===== src/rtl/alu8_pkg.sv =====
package alu8_pkg;
  localparam int OPW   = 5;
  localparam int FLAGS = 5;

  // flag vector positions
  localparam int FC  = 0;
  localparam int FDC = 1;
  localparam int FZ  = 2;
  localparam int FOV = 3;
  localparam int FN  = 4;

  localparam logic [FLAGS-1:0] WE_ALL  = 5'b11111;
  localparam logic [FLAGS-1:0] WE_NZ   = 5'b10100;
  localparam logic [FLAGS-1:0] WE_NZC  = 5'b10101;
  localparam logic [FLAGS-1:0] WE_Z    = 5'b00100;
  localparam logic [FLAGS-1:0] WE_C    = 5'b00001;
  localparam logic [FLAGS-1:0] WE_NONE = 5'b00000;

  typedef enum logic [OPW-1:0] {
    OP_ADD   = 5'd0,
    OP_ADDC  = 5'd1,
    OP_SUB   = 5'd2,
    OP_SUBB  = 5'd3,
    OP_RSUBB = 5'd4,
    OP_INC   = 5'd5,
    OP_DEC   = 5'd6,
    OP_NEG   = 5'd7,
    OP_AND   = 5'd8,
    OP_OR    = 5'd9,
    OP_XOR   = 5'd10,
    OP_COMF  = 5'd11,
    OP_MOV   = 5'd12,
    OP_RLC   = 5'd13,
    OP_RRC   = 5'd14,
    OP_RL    = 5'd15,
    OP_RR    = 5'd16,
    OP_SWAP  = 5'd17,
    OP_CLR   = 5'd18,
    OP_SET   = 5'd19,
    OP_DADJ  = 5'd20
  } op_t;
endpackage


===== src/rtl/alu8_addsub.sv =====
module alu8_addsub
  import alu8_pkg::*;
#(
  parameter int DW = 8
) (
  input  logic [OPW-1:0] op,
  input  logic [DW-1:0]  w,
  input  logic [DW-1:0]  f,
  input  logic           c_in,
  output logic [DW-1:0]  sum,
  output logic           co,
  output logic           dco,
  output logic           ov
);
  localparam int NIB = DW / 2;

  logic [DW-1:0] a;
  logic [DW-1:0] b;
  logic          ci;
  logic [DW:0]   full;

  // every arithmetic form maps onto a + b + ci; subtraction uses ~subtrahend
  always_comb begin
    a  = f;
    b  = '0;
    ci = 1'b0;
    case (op)
      OP_ADD:   begin a = w;  b = f;  ci = 1'b0; end
      OP_ADDC:  begin a = w;  b = f;  ci = c_in; end
      OP_SUB:   begin a = f;  b = ~w; ci = 1'b1; end
      OP_SUBB:  begin a = f;  b = ~w; ci = c_in; end
      OP_RSUBB: begin a = w;  b = ~f; ci = c_in; end
      OP_INC:   begin a = f;  b = '0; ci = 1'b1; end
      OP_DEC:   begin a = f;  b = '1; ci = 1'b0; end
      OP_NEG:   begin a = '0; b = ~f; ci = 1'b1; end
      default:  begin a = f;  b = '0; ci = 1'b0; end
    endcase
  end

  assign full = {1'b0, a} + {1'b0, b} + {{DW{1'b0}}, ci};
  assign sum  = full[DW-1:0];
  assign co   = full[DW];
  // carry into bit NIB recovered from the sum bit
  assign dco  = a[NIB] ^ b[NIB] ^ full[NIB];
  assign ov   = (a[DW-1] == b[DW-1]) && (full[DW-1] != a[DW-1]);
endmodule


===== src/rtl/alu8_bitops.sv =====
module alu8_bitops
  import alu8_pkg::*;
#(
  parameter int DW = 8
) (
  input  logic [OPW-1:0] op,
  input  logic [DW-1:0]  w,
  input  logic [DW-1:0]  f,
  input  logic           c_in,
  output logic [DW-1:0]  res,
  output logic           c_out
);
  localparam int NIB = DW / 2;

  always_comb begin
    res   = f;
    c_out = 1'b0;
    case (op)
      OP_AND:  res = w & f;
      OP_OR:   res = w | f;
      OP_XOR:  res = w ^ f;
      OP_COMF: res = ~f;
      OP_MOV:  res = f;
      OP_RLC:  begin res = {f[DW-2:0], c_in}; c_out = f[DW-1]; end
      OP_RRC:  begin res = {c_in, f[DW-1:1]}; c_out = f[0];    end
      OP_RL:   res = {f[DW-2:0], f[DW-1]};
      OP_RR:   res = {f[0], f[DW-1:1]};
      OP_SWAP: res = {f[NIB-1:0], f[DW-1:NIB]};
      OP_CLR:  res = '0;
      OP_SET:  res = '1;
      default: res = f;
    endcase
  end
endmodule


===== src/rtl/alu8_decadj.sv =====
module alu8_decadj #(
  parameter int DW = 8
) (
  input  logic [DW-1:0] w,
  input  logic          c_in,
  input  logic          dc_in,
  output logic [DW-1:0] res,
  output logic          c_out
);
  localparam int           NIB    = DW / 2;
  localparam logic [NIB-1:0] NINE = NIB'(9);
  localparam logic [DW:0]  LO_ADJ = (DW+1)'(6);
  localparam logic [DW:0]  HI_ADJ = LO_ADJ << NIB;

  logic        lo_fix;
  logic        hi_fix;
  logic [DW:0] stage1;
  logic [DW:0] stage2;

  assign lo_fix = (w[NIB-1:0] > NINE) || dc_in;
  assign stage1 = {1'b0, w} + (lo_fix ? LO_ADJ : '0);
  // upper test looks at the nibble after the lower correction
  assign hi_fix = (stage1[DW-1:NIB] > NINE) || c_in;
  assign stage2 = {1'b0, stage1[DW-1:0]} + (hi_fix ? HI_ADJ : '0);
  assign res    = stage2[DW-1:0];
  assign c_out  = c_in | stage1[DW] | stage2[DW];
endmodule


===== src/rtl/alu8_core.sv =====
module alu8_core
  import alu8_pkg::*;
#(
  parameter int DW = 8
) (
  input  logic             clk,
  input  logic             rst,
  input  logic [OPW-1:0]   op_i,
  input  logic [DW-1:0]    w_i,
  input  logic [DW-1:0]    f_i,
  input  logic             c_i,
  input  logic             dc_i,
  output logic [DW-1:0]    res_o,
  output logic [FLAGS-1:0] flag_nxt_o,
  output logic [FLAGS-1:0] flag_we_o
);
  logic [DW-1:0]    sum;
  logic             add_co;
  logic             add_dco;
  logic             add_ov;
  logic [DW-1:0]    bit_res;
  logic             rot_c;
  logic [DW-1:0]    da_res;
  logic             da_c;
  logic [DW-1:0]    res_d;
  logic [FLAGS-1:0] we_d;
  logic [FLAGS-1:0] raw_d;

  alu8_addsub #(.DW(DW)) u_addsub (
    .op(op_i), .w(w_i), .f(f_i), .c_in(c_i),
    .sum(sum), .co(add_co), .dco(add_dco), .ov(add_ov)
  );

  alu8_bitops #(.DW(DW)) u_bitops (
    .op(op_i), .w(w_i), .f(f_i), .c_in(c_i),
    .res(bit_res), .c_out(rot_c)
  );

  alu8_decadj #(.DW(DW)) u_decadj (
    .w(w_i), .c_in(c_i), .dc_in(dc_i),
    .res(da_res), .c_out(da_c)
  );

  always_comb begin
    res_d = bit_res;
    we_d  = WE_NONE;
    raw_d = '0;
    case (op_i)
      OP_ADD, OP_ADDC, OP_SUB, OP_SUBB, OP_RSUBB, OP_INC, OP_DEC, OP_NEG: begin
        res_d      = sum;
        we_d       = WE_ALL;
        raw_d[FC]  = add_co;
        raw_d[FDC] = add_dco;
        raw_d[FOV] = add_ov;
      end
      OP_AND, OP_OR, OP_XOR, OP_COMF, OP_MOV, OP_RL, OP_RR: begin
        we_d = WE_NZ;
      end
      OP_RLC, OP_RRC: begin
        we_d      = WE_NZC;
        raw_d[FC] = rot_c;
      end
      OP_CLR:  we_d = WE_Z;
      OP_SWAP, OP_SET: we_d = WE_NONE;
      OP_DADJ: begin
        res_d     = da_res;
        we_d      = WE_C;
        raw_d[FC] = da_c;
      end
      default: begin
        res_d = f_i;
        we_d  = WE_NONE;
      end
    endcase
    raw_d[FZ] = (res_d == '0);
    raw_d[FN] = res_d[DW-1];
  end

  always_ff @(posedge clk) begin
    if (rst) begin
      res_o      <= '0;
      flag_nxt_o <= '0;
      flag_we_o  <= '0;
    end else begin
      res_o      <= res_d;
      flag_nxt_o <= raw_d & we_d;
      flag_we_o  <= we_d;
    end
  end
endmodule


===== config.mk =====
export PLATFORM = sky130hd
export DESIGN_NAME = alu8_core
export DESIGN_NICKNAME = d
export VERILOG_FILES = /design/src/rtl/alu8_pkg.sv /design/src/rtl/alu8_addsub.sv /design/src/rtl/alu8_bitops.sv /design/src/rtl/alu8_decadj.sv /design/src/rtl/alu8_core.sv
export SDC_FILE = /design/constraint.sdc
export NUM_CORES = 1
export LEC_CHECK = 0
export BUFFER_PORTS_ARGS = -buffer_cell sky130_fd_sc_hd__buf_4
export CAP_MARGIN = 20
export CORE_AREA = 2 2 85 87
export DETAILED_ROUTE_END_ITERATION = 6
export DIE_AREA = 0 0 87 89
export SLEW_MARGIN = 10
export SYNTH_ARGS = -nofsm -noshare
export SYNTH_HDL_FRONTEND = slang
export SYNTH_SLANG_ARGS = --single-unit

===== constraint.sdc =====
create_clock -name clk -period 6.5 [get_ports clk]
set_input_delay 1.3 -clock clk [delete_from_list [all_inputs] [get_ports clk]]
set_output_delay 1.3 -clock clk [all_outputs]
set_load 0.005 [all_outputs]

---- Word-level counts from Yosys, hierarchy flattened ----
Cells that the tools add are included.
word-level totals
  bits of input ports ..................... 25
  word-level logic and storage cells ...... 68
  output and inout port bits .............. 18
  bits in registers ....................... 18
cells by class
  reductions and logical operators ........ 15
  equality and inequality tests ........... 22
  $lt $le $gt $ge ......................... 2
  bitwise operators ....................... 10
  multiplexer cells ....................... 12
  add/subtract/negate cells ............... 4
operator list
  kind                                                             number
  8-bit one-hot mux with 11 select lines                           1
  5-bit by 4-bit == test with 1-bit output, second input constant  8
  8-bit one-hot mux with 4 select lines                            1
  5-bit == test, second input constant                             5
  5-bit one-hot mux with 5 select lines                            1
  8-bit one-hot mux with 3 select lines                            1
  5-bit by 3-bit == test with 1-bit output, second input constant  4
  8-bit by 9-bit adder with 9-bit output                           2
  8-bit NOT                                                        2
  8-bit one-hot mux with 2 select lines                            1
  12-bit OR reduction                                              1
  5-bit by 2-bit == test with 1-bit output, second input constant  2
  8-bit by 8-bit adder with 9-bit output                           1
  9-bit by 1-bit adder with 9-bit output                           1
  3-bit OR reduction                                               3
  8-bit bitwise AND                                                1
  4-bit > comparator, second input constant                        2
  8-bit zero test                                                  1
  8-bit bitwise OR                                                 1
  2-bit OR reduction                                               4
  8-bit OR reduction                                               1
  8-bit bitwise XOR                                                1
  7-bit 2-to-1 mux                                                 1
  7-bit OR reduction                                               1
  other kinds (13)                                                 18

---- Logic depth before layout (Yosys ltp) ----
  depth after elaboration ................. 11
  gate-level depth with buffers ........... 17
  gate-level depth less buffers ........... 15

---- Hierarchy ----
A second synthesis with hierarchy kept.
second synthesis, totals
  cell total of the unflattened synthesis .. 427
  area, all modules ....................... 3,193.1 µm²
by module, submodules not included
  module       instances  cells each  area each (µm²)  sequential area each (µm²)
  alu8_bitops  1          144         1,031.0          0.0
  alu8_core    1          103         918.4            340.3
  alu8_addsub  1          130         854.6            0.0
  alu8_decadj  1          50          389.1            0.0

---- Least setup slack after synthesis ----
Ideal clock, no wire load.
  path kind ............................... input-to-reg
  from .................................... input op_i[3]
  to ...................................... register flag_nxt_o[2]
  buffers on the path ..................... 2
  required time ........................... 6.439 ns
  library setup time ...................... 0.061 ns
  stages .................................. 15
  arrival time ............................ 4.302 ns
  setup slack ............................. 2.137 ns
  cell sequence ........................... buf_2 -> nor2_1 -> clkbuf_1 -> nand3_1 -> o21ai_0 -> a211oi_1 -> fa_1 -> fa_1 -> nand2b_1 -> nand2b_1 -> a21oi_1 -> xnor2_1 -> a221oi_1 -> nor2b_1 -> and4_1
on the way
  longest elaborated chain between the ends .. 8
  elaborated cells between the ends (all ways) .. 41
  classes of those cells .................. add/sub (2); eq/ne (20); mux (6); bitwise (1); reduce/logical (12)
RTL lines
  element                                                                                         RTL line                            source
  start, declared                                                                                 alu8_core.sv:8                      input logic [OPW-1:0] op_i,
  5-bit by 3-bit == test with 1-bit output, or another cell as far along                          alu8_addsub.sv:27, alu8_core.sv:48
  2-bit OR reduction (no line) or 3-bit OR reduction (tied branches)                              -
  8-bit one-hot mux with 4 select lines or 8-bit one-hot mux with 2 select lines (tied branches)  alu8_addsub.sv:27                   case (op)
  8-bit by 8-bit adder with 9-bit output                                                          alu8_addsub.sv:40                   assign full = {1'b0, a} + {1'b0, b} + {{DW{1'b0}}, ci};
  9-bit by 1-bit adder with 9-bit output                                                          alu8_addsub.sv:40
  8-bit one-hot mux with 3 select lines                                                           alu8_core.sv:48                     case (op_i)
  8-bit zero test                                                                                 alu8_core.sv:75                     raw_d[FZ] = (res_d == '0);
  5-bit bitwise AND *                                                                             alu8_core.sv:86                     flag_nxt_o <= raw_d & we_d;
  end signal, assigned                                                                            alu8_core.sv:86
  end, declared                                                                                   alu8_core.sv:14                     output logic [FLAGS-1:0] flag_nxt_o,
Every way passes the cells marked *; elsewhere a longest branch is shown, timed or not.
A chain may end at the register's enable or synchronous reset.

---- Final worst setup path ----
  from .................................... input op_i[1]
  to ...................................... register flag_nxt_o[2]
Same word-level chain as after synthesis.

==> flow_metrics.env <==
export IMPL_yosysSeqAreaShare_pct=12.9
export IMPL_power_leakage_nw=1.30
export IMPL_critPathBufInv=1
export IMPL_ctsResizeCount=0
export IMPL_drt_initial_drc_count=392
export IMPL_synth_cell_area_um2=2640
export IMPL_crit_fanout=28
export IMPL_muxShareOfSynthArea_pct=4.40
export IMPL_fmax_ghz=0.217
export IMPL_grt_usage_pct=23.3
export IMPL_tns_ps=0
export IMPL_tritoncts="done"
export IMPL_dr_pass1_iters=6
export IMPL_grt_max_degree=35
export IMPL_max_cap_violations=0
export IMPL_start_util_pct=39.3
export IMPL_htreeDepth=1
export IMPL_wire_per_inst_um=19.3
export IMPL_antenna_found_initial=0
export IMPL_fp_dieW_um=87
export IMPL_synth_cell_types=65
export IMPL_path_delay_family="simple AND/OR/NAND/NOR gates"
export IMPL_gp_congestion=0.971
export IMPL_layout_drive_gt1_share_pct=17.3
export IMPL_detail_route_antenna_nets=0
export IMPL_synth_adder_area_share_pct=15.4
export IMPL_ctsHoldBuffers=0
export IMPL_met1_usage_pct=31.7
export IMPL_ir_drop_mv=0.0567
export IMPL_routed_wl_um=8690
export IMPL_synth_compound_area_share_pct=33.4
export IMPL_holdWs_ps=1330
export IMPL_overflow=0
export IMPL_post_route_period_util_pct=70.8
export IMPL_cp_slowest_cell="fa_1"
export IMPL_ys_ff_latch=17
export IMPL_status="finished clean"
export IMPL_via_per_inst=6.32
export IMPL_area_growth_pct=12.3
export IMPL_dieArea_um2=7740
export IMPL_slew_headroom_pct=44.6
export IMPL_final_hold_violation_count=0
export IMPL_vias=2850
export IMPL_finalNetCount=427
export IMPL_synth_top_area_share_pct=12.9
export IMPL_use_met3_pct=4.43
export IMPL_dp_hpwl_um=6600
export IMPL_syn_inst=353
export IMPL_synth_simple_area_share_pct=21.3
export IMPL_grt_pass1_vias=2699
export IMPL_postCtsSetupBuffers=0
export IMPL_synth_flop_cell="dfxtp_1"
export IMPL_fin_crit_ps=4600
export IMPL_synth_edf_count=0
export IMPL_netlist_top_cells_area="dfxtp_1, ha_1, o21ai_0"
export IMPL_setup_violations=0
export IMPL_path_cells="buf_4 > nand2b_1 > nand4_1 > nor2b_1 > a22oi_1 > fa_1 > fa_1 > nand2b_1 > nand2b_1 > a21oi_1 > xnor2_1 > a221oi_1 > nor2b_1 > and4_1"
export IMPL_avgSynthCellArea_um2=7.49
export IMPL_end_kind="register"
export IMPL_clock_sinks=17
export IMPL_slowest_delay_ps=480
export IMPL_power_density_nw_per_um2=130
export IMPL_synth_top_family_by_area="compound AO/OA/AOI/OAI gates"
export IMPL_asyncSetResetFlopFracSynth_pct=0
export IMPL_final_max_slew_violation_count=0
export IMPL_worstMarginPinSlew_ps=829
export IMPL_critPathLaunchType="primary input"
export IMPL_finalPower_mw=0.387
export IMPL_crit_type="primary input to register"
export IMPL_synth_area_leader_cell="dfxtp_1"
export IMPL_cpMostUsedCell="nand2b_1"
export IMPL_drc_errors=0
export IMPL_arrival_ps=4800
export IMPL_rsz0062_at_grt="false"
export IMPL_pin_count=43
export IMPL_num_rows=30
export IMPL_clk_pin_slew_ps=60
export IMPL_hold_path_class="primary input to register"
export IMPL_grtUsageMet2_pct=36.8
export IMPL_ys_warn_count=0
export IMPL_num_antenna_cells=0
export IMPL_port_buffers=42
export IMPL_core_um2=6720
export IMPL_root_buffer="clkbuf_8"
export IMPL_synth_xor_area_share_pct=2.98
export IMPL_grt_pass1_wl_um=14200
export IMPL_grt_busiest_layer="met2"
export IMPL_numCtsBuffers=3
export IMPL_clockBufferDepth=2
export IMPL_die_h_um=89
export IMPL_critPathRequiredTime_ps=6690
export IMPL_syn_nets=408
==> per-stage QoR <==
step	utilization, %	area (um2)	instances	setup WS, ps
after floorplan	-	2640	353	2140
after global placement	43.3	2910	446	1860
after detailed placement	43.3	2910	446	1690
after CTS	44.0	2960	450	1950
after global routing	44.2	2970	451	1560
final	44.2	2970	451	1900
==> cells in the final DEF, fill, tap and decap left out, types with 3 or more instances in the layout <==
cell | synthesis | layout
a31oi_1 | 6 | 6
dfxtp_1 | 17 | 17
nor2_1 | 23 | 23
a22oi_1 | 6 | 6
o2111ai_1 | 4 | 4
ha_1 | 27 | 27
nand3_1 | 8 | 8
a22o_1 | 10 | 10
mux2i_1 | 6 | 6
a211o_1 | 3 | 3
o21ai_0 | 24 | 24
nand2b_1 | 9 | 9
nor2b_1 | 12 | 12
xor2_1 | 4 | 4
a211oi_1 | 3 | 3
inv_2 | 6 | 6
o31ai_1 | 3 | 3
a21oi_1 | 21 | 21
buf_4 | 2 | 43
a32oi_1 | 3 | 3
fa_1 | 3 | 3
inv_1 | 18 | 18
o21ai_1 | 4 | 4
and2_1 | 4 | 4
nor3_1 | 5 | 5
clkbuf_8 | 0 | 3
a221oi_1 | 3 | 3
o22ai_1 | 4 | 4
o21a_1 | 5 | 5
nand2_1 | 21 | 21
or3_1 | 4 | 4
xnor2_1 | 5 | 5
o211ai_1 | 8 | 8
==> Yosys cell counts (6+ instances only) <==
cell type	n
inv_1	18
nor2_1	23
buf_2	12
mux2i_1	6
inv_2	6
nor2b_1	12
nand2b_1	9
dfxtp_1	17
ha_1	27
clkbuf_1	12
a21oi_1	21
nand3_1	8
nand2_1	21
a22o_1	10
o21ai_0	24
o211ai_1	8
a22oi_1	6
a31oi_1	6
==> final cells by class <==
class	instances	area [um2]
clock buffer	3	41.3
clock inverter	1	5.00
fill	711	3750
inverter	25	96.3
multi-input combinational	281	2050
sequential	17	340
tap	80	100
timing repair buffer	44	335
==> sequential cells by signal (all words and copies together), names as in the netlist <==
name        cells
flag_nxt_o      5
res_o           8
flag_we_o       4
==> path summary, 6_finish.rpt <==
| kind | start | to | cells past startpoint |
|---|---|---|---|
| setup / recovery | op_i[1] | flag_nxt_o[2] | 14 |
| hold / removal | rst | res_o[1] | 2 |
==> power by group <==
group | internal (mW) | switching, mW
registers | 0.112 | 0.00180
clock network | 0.0424 | 0.0324
logic | 0.0825 | 0.116
==> metal layers <==
layer	share of wire, %	wire (um)
met1	43	3730
met4	2.5	216
met5	0	0
met3	10	883
met2	44	3860
==> cells by family (layout without fill, tap and decap cells) <==
| kind of cell | count (synthesis) | in the layout |
|---|---|---|
| flip-flops | 17 | 17 |
| buffers and inverters | 55 | 73 |
| AO/OA/AOI/OAI | 127 | 127 |
| AND/OR/NAND/NOR | 105 | 105 |
| XOR/XNOR | 9 | 9 |
| adder cells (fa/ha/maj) | 31 | 31 |
| multiplexers | 9 | 9 |
(Power assumes the default switching activity.)
